**src/rtl/ecclog_pkg.sv**
```systemverilog
package ecclog_pkg;
  localparam int POS_SBE      = 0;
  localparam int POS_MBE      = 1;
  localparam int POS_NMI_EN   = 2;
  localparam int POS_BERR_EN  = 3;
  localparam int POS_SYN_LSB  = 4;

  typedef enum logic [1:0] {
    FLG_NONE = 2'b00,
    FLG_SBE  = 2'b01,
    FLG_MBE  = 2'b10
  } flag_e;
endpackage

```
**src/rtl/ecclog_ctrl.sv**
```systemverilog
module ecclog_ctrl #(
  parameter int REG_W = 32
) (
  input  logic             clk_i,
  input  logic             rst_i,
  input  logic             wr_en_i,
  input  logic [REG_W-1:0] wr_data_i,
  output logic             scrub_dis_o,
  output logic             nmi_en_o,
  output logic             berr_en_o
);
  import ecclog_pkg::*;

  always_ff @(posedge clk_i) begin
    if (rst_i) begin
      scrub_dis_o <= 1'b0;
      nmi_en_o    <= 1'b0;
      berr_en_o   <= 1'b0;
    end else if (wr_en_i) begin
      scrub_dis_o <= wr_data_i[REG_W-1];
      nmi_en_o    <= wr_data_i[POS_NMI_EN];
      berr_en_o   <= wr_data_i[POS_BERR_EN];
    end
  end

  // control bits follow a write on the next edge
  a_r2_ctrl_load: assert property (@(posedge clk_i) disable iff (rst_i)
    wr_en_i |=> (nmi_en_o == $past(wr_data_i[POS_NMI_EN])) &&
                (scrub_dis_o == $past(wr_data_i[REG_W-1])));
endmodule

```
**src/rtl/ecclog_capture.sv**
```systemverilog
module ecclog_capture #(
  parameter int ADDR_W = 32,
  parameter int SYN_W  = 8,
  parameter int LOG_W  = 19
) (
  input  logic              clk_i,
  input  logic              rst_i,
  input  logic              sbe_i,
  input  logic              mbe_i,
  input  logic [ADDR_W-1:0] addr_i,
  input  logic [SYN_W-1:0]  syn_i,
  input  logic              clr_i,
  output ecclog_pkg::flag_e flags_o,
  output logic [LOG_W-1:0]  log_addr_o,
  output logic [SYN_W-1:0]  log_syn_o,
  output logic              take_sbe_o
);
  import ecclog_pkg::*;

  logic free, hit;

  assign free       = (flags_o == FLG_NONE) || clr_i;
  assign hit        = free && (sbe_i || mbe_i);
  assign take_sbe_o = hit && !mbe_i;

  always_ff @(posedge clk_i) begin
    if (rst_i) begin
      flags_o    <= FLG_NONE;
      log_addr_o <= '0;
      log_syn_o  <= '0;
    end else if (hit) begin
      flags_o    <= mbe_i ? FLG_MBE : FLG_SBE;
      log_addr_o <= addr_i[ADDR_W-1 -: LOG_W];
      log_syn_o  <= syn_i;
    end else if (clr_i) begin
      flags_o    <= FLG_NONE;
    end
  end

  // single-bit error on a free log is recorded with its address
  a_r3_sbe_log: assert property (@(posedge clk_i) disable iff (rst_i)
    (free && sbe_i && !mbe_i) |=> (flags_o == FLG_SBE) &&
      (log_addr_o == $past(addr_i[ADDR_W-1 -: LOG_W])) && (log_syn_o == $past(syn_i)));

  // multi-bit wins a tie
  a_r5_mbe_wins: assert property (@(posedge clk_i) disable iff (rst_i)
    (free && mbe_i) |=> (flags_o == FLG_MBE));

  // a held record is frozen
  a_r6_frozen: assert property (@(posedge clk_i) disable iff (rst_i)
    (flags_o != FLG_NONE && !clr_i) |=>
      $stable(flags_o) && $stable(log_addr_o) && $stable(log_syn_o));

  // clear without a new error empties the flags
  a_r7_clear: assert property (@(posedge clk_i) disable iff (rst_i)
    (clr_i && !sbe_i && !mbe_i) |=> (flags_o == FLG_NONE));
endmodule

```
**src/rtl/ecc_err_log.sv**
```systemverilog
module ecc_err_log #(
  parameter int ADDR_W = 32,
  parameter int SYN_W  = 8,
  parameter int LOG_W  = 19
) (
  input  logic              clk_i,
  input  logic              rst_i,
  input  logic              wr_en_i,
  input  logic [31:0]       wr_data_i,
  output logic [31:0]       rd_data_o,
  input  logic              sbe_i,
  input  logic              mbe_i,
  input  logic [ADDR_W-1:0] err_addr_i,
  input  logic [SYN_W-1:0]  err_syn_i,
  output logic              nmi_o,
  output logic              bus_err_o,
  output logic              scrub_req_o,
  output logic [ADDR_W-1:0] scrub_addr_o
);
  import ecclog_pkg::*;

  localparam int REG_W = 1 + LOG_W + SYN_W + 4;

  logic  scrub_dis, nmi_en, berr_en, clr, take_sbe;
  flag_e flags;
  logic [LOG_W-1:0] log_addr;
  logic [SYN_W-1:0] log_syn;

  assign clr = wr_en_i && (wr_data_i[POS_SBE] || wr_data_i[POS_MBE]);

  ecclog_ctrl #(.REG_W(REG_W)) u_ctrl (
    .clk_i(clk_i), .rst_i(rst_i), .wr_en_i(wr_en_i), .wr_data_i(wr_data_i),
    .scrub_dis_o(scrub_dis), .nmi_en_o(nmi_en), .berr_en_o(berr_en)
  );

  ecclog_capture #(.ADDR_W(ADDR_W), .SYN_W(SYN_W), .LOG_W(LOG_W)) u_cap (
    .clk_i(clk_i), .rst_i(rst_i), .sbe_i(sbe_i), .mbe_i(mbe_i),
    .addr_i(err_addr_i), .syn_i(err_syn_i), .clr_i(clr),
    .flags_o(flags), .log_addr_o(log_addr), .log_syn_o(log_syn),
    .take_sbe_o(take_sbe)
  );

  always_ff @(posedge clk_i) begin
    if (rst_i) begin
      scrub_req_o  <= 1'b0;
      scrub_addr_o <= '0;
    end else begin
      scrub_req_o <= take_sbe && !scrub_dis;
      if (take_sbe) scrub_addr_o <= err_addr_i;
    end
  end

  assign nmi_o     = flags[POS_SBE] && nmi_en;
  assign bus_err_o = flags[POS_MBE] && berr_en;
  assign rd_data_o = {scrub_dis, log_addr, log_syn, berr_en, nmi_en, flags};

  // a scrub pulse only ever accompanies a single-bit record
  a_r11_scrub_sbe: assert property (@(posedge clk_i) disable iff (rst_i)
    scrub_req_o |-> (flags == FLG_SBE));

  // bus error never without a multi-bit record
  a_r10_berr_src: assert property (@(posedge clk_i) disable iff (rst_i)
    bus_err_o |-> rd_data_o[POS_MBE]);

  initial begin
    a_r2_width: assert (REG_W == 32);
  end
endmodule

```
**config.mk**
```make
export PLATFORM = sky130hd
export DESIGN_NAME = ecc_err_log
export DESIGN_NICKNAME = d
export VERILOG_FILES = /design/src/rtl/ecclog_pkg.sv /design/src/rtl/ecclog_ctrl.sv /design/src/rtl/ecclog_capture.sv /design/src/rtl/ecc_err_log.sv
export SDC_FILE = /design/constraint.sdc
export NUM_CORES = 1
export LEC_CHECK = 0
export BUFFER_PORTS_ARGS = -buffer_cell sky130_fd_sc_hd__buf_4
export CAP_MARGIN = 20
export CORE_AREA = 2 2 112 114
export DETAILED_ROUTE_END_ITERATION = 12
export DIE_AREA = 0 0 114 116
export GPL_TIMING_DRIVEN = 0
export PLACE_DENSITY = 0.53
export SLEW_MARGIN = 20
export SYNTH_ARGS = -nofsm -noshare
export SYNTH_HDL_FRONTEND = slang
export SYNTH_SLANG_ARGS = --single-unit
```
**constraint.sdc**
```tcl
create_clock -name clk_i -period 1.45 [get_ports clk_i]
set_input_delay 0.145 -clock clk_i [delete_from_list [all_inputs] [get_ports clk_i]]
set_output_delay 0.145 -clock clk_i [all_outputs]
set_load 0.005 [all_outputs]
```
[Word level (Yosys, flattened, before mapping)]
Index checks and enable logic that the tools add are counted.
Storage, ports and cells
  input bits: 77
  register bits: 65
  logic and storage cells: 24
Operators by class
  reductions and logical operators: 13
  muxes and demuxes: 3
Operator list (number)
  $logic_and A1 B1 Y1: 6
  $mux W2: 3
  $logic_or A1 B1 Y1: 3
  $logic_not A1 Y1: 2
  $logic_not A2 Y1: 1
  $reduce_bool A2 Y1: 1

[Longest topological paths before layout]
  depth in word-level cells: 6
  depth in mapped cells: 6
  depth with buffers taken out: 3

[Hierarchy]
From an unflattened synthesis, not the netlist that was laid out.
Unflattened totals
  cell total of the unflattened synthesis: 249
  area total of the unflattened synthesis: 2637.5 um^2
By module, submodules not included
  ecclog_capture: cells an instance 128, seq. area each 580.6 um^2, area each 1291.2 um^2, times used 1
  ecc_err_log: cells an instance 112, seq. area each 660.6 um^2, area each 1244.9 um^2, times used 1
  ecclog_ctrl: cells an instance 9, seq. area each 60.1 um^2, area each 101.3 um^2, times used 1

[Least setup slack after synthesis]
No wires, ideal clock.
  path kind: register to register
  start point: register u_cap.flags_o[1]
  end point: register scrub_req_o
  setup slack: 0.269 ns
  stages on the path, launching flop included: 5
  data arrival time: 1.081 ns
  library setup time: 0.100 ns
  data required time: 1.350 ns
  cells stage by stage: dfxtp_1 or2_1 buf_2 buf_6 a2111oi_4
On the way
  longest elaborated chain between the ends: 5
RTL lines
  from (decl): line ecclog_capture.sv:13  | output ecclog_pkg::flag_e flags_o,
  from (signal assigned): line ecclog_capture.sv:32  | flags_o <= mbe_i ? FLG_MBE : FLG_SBE;
  $logic_not A2 Y1: line ecclog_capture.sv:22  | assign free = (flags_o == FLG_NONE) || clr_i;
  $logic_or A1 B1 Y1: line ecclog_capture.sv:22
  $logic_and A1 B1 Y1: line ecclog_capture.sv:23  | assign hit = free && (sbe_i || mbe_i);
  $logic_and A1 B1 Y1: line ecclog_capture.sv:24  | assign take_sbe_o = hit && !mbe_i;
  $logic_and A1 B1 Y1: line ecc_err_log.sv:48  | scrub_req_o <= take_sbe && !scrub_dis;
  to (signal assigned): line ecc_err_log.sv:48
  to (decl): line ecc_err_log.sv:17  | output logic scrub_req_o,
No other way between the ends.
A chain may end at the register's enable or synchronous reset.

[Worst setup path in the final report]
  start point: register u_cap.flags_o[1]
  end point: register u_cap.log_syn_o[4]
On the way
  longest elaborated chain between the ends: 3
RTL lines
  $logic_not A2 Y1: line ecclog_capture.sv:22
  $logic_or A1 B1 Y1: line ecclog_capture.sv:22
  $logic_and A1 B1 Y1: line ecclog_capture.sv:23
  to (signal assigned): line ecclog_capture.sv:34  | log_syn_o <= syn_i;
  to (decl): line ecclog_capture.sv:15  | output logic [SYN_W-1:0] log_syn_o,
No other way between the ends.

==> run summary <==
Placement
- **worst slack at placement** -96.1 ps
- **routability congestion estimate from global placement** 0.784
- **count of input and output buffers** 115
- **sum of net half-perimeters after detailed placement** 8.92 mm
- **Cell Area, Placed** 4550 µm²

STA
- **final setup slack of the worst path** 100 ps
- **count of final max-slew check failures** 0
- **unrepaired setup endpoints after global routing** no
- **minimum clock period after layout** 1350 ps
- **transition time at the pin with the least slew margin** 529 ps
- **number of endpoints failing setup at the final stage** 0
- **setup clock skew after layout** 5.13 ps
- **summed negative setup slack over all endpoints** 0 ps
- **post-route fraction of the period consumed by the critical path** 0.931
- **headroom to the max-slew limit** 0.647
- **achievable frequency** 741 MHz
- **count of final hold-check violations** 0

CTS
- **count of H-tree levels built during CTS** 3
- **clock tree from TritonCTS** built
- **# Post-CTS Setup Buffers** 0
- **number of hold buffers added after cts** 0
- **number of buffers between clock root and the deepest sink** 2
- **clock insertion delay at the later pin of the skew report** 330 ps
- **number of clock buffers inserted by TritonCTS** 9
- **master cell of the clock root buffer** clkbuf_16
- **register clock-pin slew on the reported worst setup and hold paths** 50 ps
- **number of clock sinks** 65

Job
- **max-capacitance violation count** 0

Synth
- **post-synth top area share** 0.371
- **synthesized cell area** 3500 µm²
- **Syn Area/Cell** 8.15 µm²
- **Yosys warning count** 0
- **number of library cell types mapped by synthesis** 28
- **leading post-synthesis cells by cell area** dfxtp_1, nand3_1, o211ai_1, nor2b_1, o311ai_1
- **post-synthesis cell count** 430
- **cell accounting for the most synthesized area** dfxtp_1
- **number of synthesized register bits** 65
- **post-synthesis sequential area ratio** 0.371
- **number of nets in the synthesized netlist** 507

Floorplanning
- **floorplan core area** 11900 µm²
- **Starting Density** 0.294
- **Die W** 114 µm
- **I/O pin cnt** 144
- **Die H** 116 µm
- **Cell Rows** 40
- **full die area** 13200 µm²

Setup path
- **arrival time of the worst setup path** 1580 ps
- **critical path data required time** 1680 ps
- **Setup crit end kind** flip-flop
- **kind of critical path** flip-flop to flip-flop
- **Max FO, Critical Path** 19
- **Worst Setup Start Kind** flip-flop

Global route
- **maximum number of pins on one net before global-route repair** 11
- **vias in the first global route** 3637
- **antenna violations before repair** 0
- **total global routing overflow** 0
- **first-pass GRT wire length** 18.6 mm
- **gr usage total** 0.181

Cells and area
- **layout overhead on the synthesized area** 37.3%
- **final-stage net count** 632
- **most common cell after layout, fill and taps aside** buf_4
- **ratio of cells with drive above 1 in the final layout** 0.294
- **Storage cell area** 1300 µm²
- **most frequent cells in the layout** buf_4, nand3_1, dfxtp_1
- **multi-input combinational cell area** 1830 µm²
- **final antenna diode count** 0
- **total of fill cells in the finished design** 1236
- **summed area of non-filler cells in the final layout** 4810 µm²

Power and ir drop
- **worst vdd ir** 0.423 mV
- **leakage power figure** 0.00203 µW
- **power density cells** 1030 nW/µm²

Route
- **drc violations** 0
- **post-route antenna net violation count** 0
- **average wire per standard cell** 17.2 µm
- **number of iterations in the first detailed-routing pass** 4
- **Starting DRT DRC Count** 247
- **Avg Vias per Cell** 5.31
- **vias after detailed routing** 3736
- **routed wire length** 12.1 mm

Status
- **run status** completed

Worst hold path
- **Hold WC Path Type** input port to flip-flop

==> Yosys cell counts <==
cell type,number
dfxtp_1,65
nand3_1,64
nor2b_1,38
o211ai_1,38
nand2_1,33
inv_1,28
nand4_1,27
clkbuf_1,24
o311ai_1,24
buf_2,22
o2111ai_1,21
and2b_1,15
buf_4,4
buf_1,3
buf_6,3
mux2i_1,3
nor2_1,3
o311ai_0,3
and2_1,2
or2_1,2
a2111oi_4,1
a21o_1,1
a21oi_1,1
a32o_1,1
nand2b_1,1
nor2_2,1
o21a_2,1
o21ai_4,1
==> stage by stage <==
step / cells / util / hold slack (ps) / total power (µW)
after floorplan: 430 / - / 292 / 2570
after global placement: 692 / 0.382 / 380 / 3070
after detailed placement: 692 / 0.382 / 389 / 3080
after CTS: 705 / 0.404 / 45.1 / 5030
after global routing: 704 / 0.404 / 76.0 / 5190
final: 704 / 0.404 / 55.3 / 4980
==> what timing repair did <==
item                                    in CTS  in global routing
endpoints found under the setup margin      31                 21
resized for setup                            4                  6
hold endpoints to repair                     0                  0
pin swaps                                    0                  0
gates cloned                                 0                  0
==> final timing paths <==
path | slack [ps] | endpoint | from | depth (start not counted)
max | 100 | u_cap.log_syn_o[4] | u_cap.flags_o[1] | 4
min | 60 | u_ctrl.nmi_en_o | wr_data_i[2] | 3
max reg2reg | 100 | u_cap.log_syn_o[4] | u_cap.flags_o[1] | 4
min reg2reg | 510 | u_cap.log_addr_o[0] | u_cap.log_addr_o[0] | 2
==> kinds of logic after synthesis <==
| family | share of synthesized area |
|---|---|
| buf+inv | 0.109 |
| mux | 0.00857 |
| simple gates | 0.289 |
| flops | 0.371 |
| compound gates | 0.223 |
==> worst max-delay path, cell delays in order, from the launching register on <==
cell and delay (ps):
dfxtp_2 360, nor2_4 190, buf_2 370, o2111ai_1 200, o311ai_1 120
==> sequential cells by signal (all words and copies together) (netlist names) <==
register / flops
u_ctrl.berr_en_o: 1
scrub_addr_o: 32
u_cap.flags_o: 2
u_ctrl.nmi_en_o: 1
u_cap.log_addr_o: 19
u_cap.log_syn_o: 8
u_ctrl.scrub_dis_o: 1
scrub_req_o: 1
==> power by group <==
group          leakage (µW)  internal (µW)  total, µW  switching [µW]
registers          0.000535           1930       2030             105
logic               0.00137            468       1020             552
clock network      0.000124           1170       1920             749
==> cell type report <==
type                       instances  share of cell area
clock buffer                      12              0.0512
clock inverter                     1             0.00104
timing repair buffer             115               0.179
buffer                            55              0.0572
inverter                          28              0.0218
sequential                        65               0.271
tap                              147              0.0382
multi-input combinational        281               0.380
==> routing by layer <==
| metal | wire, µm | track usage | share of wire | vias to the layer above |
|---|---|---|---|---|
| met5 | 0 | 0 | 0 | - |
| met4 | 244 | 0.0715 | 0.020 | 0 |
| met3 | 897 | 0.0544 | 0.074 | 22 |
| met2 | 5510 | 0.279 | 0.46 | 136 |
| met1 | 5440 | 0.237 | 0.45 | 1747 |
| li1 | - | - | - | 1831 |
(Power assumes the default switching activity.)
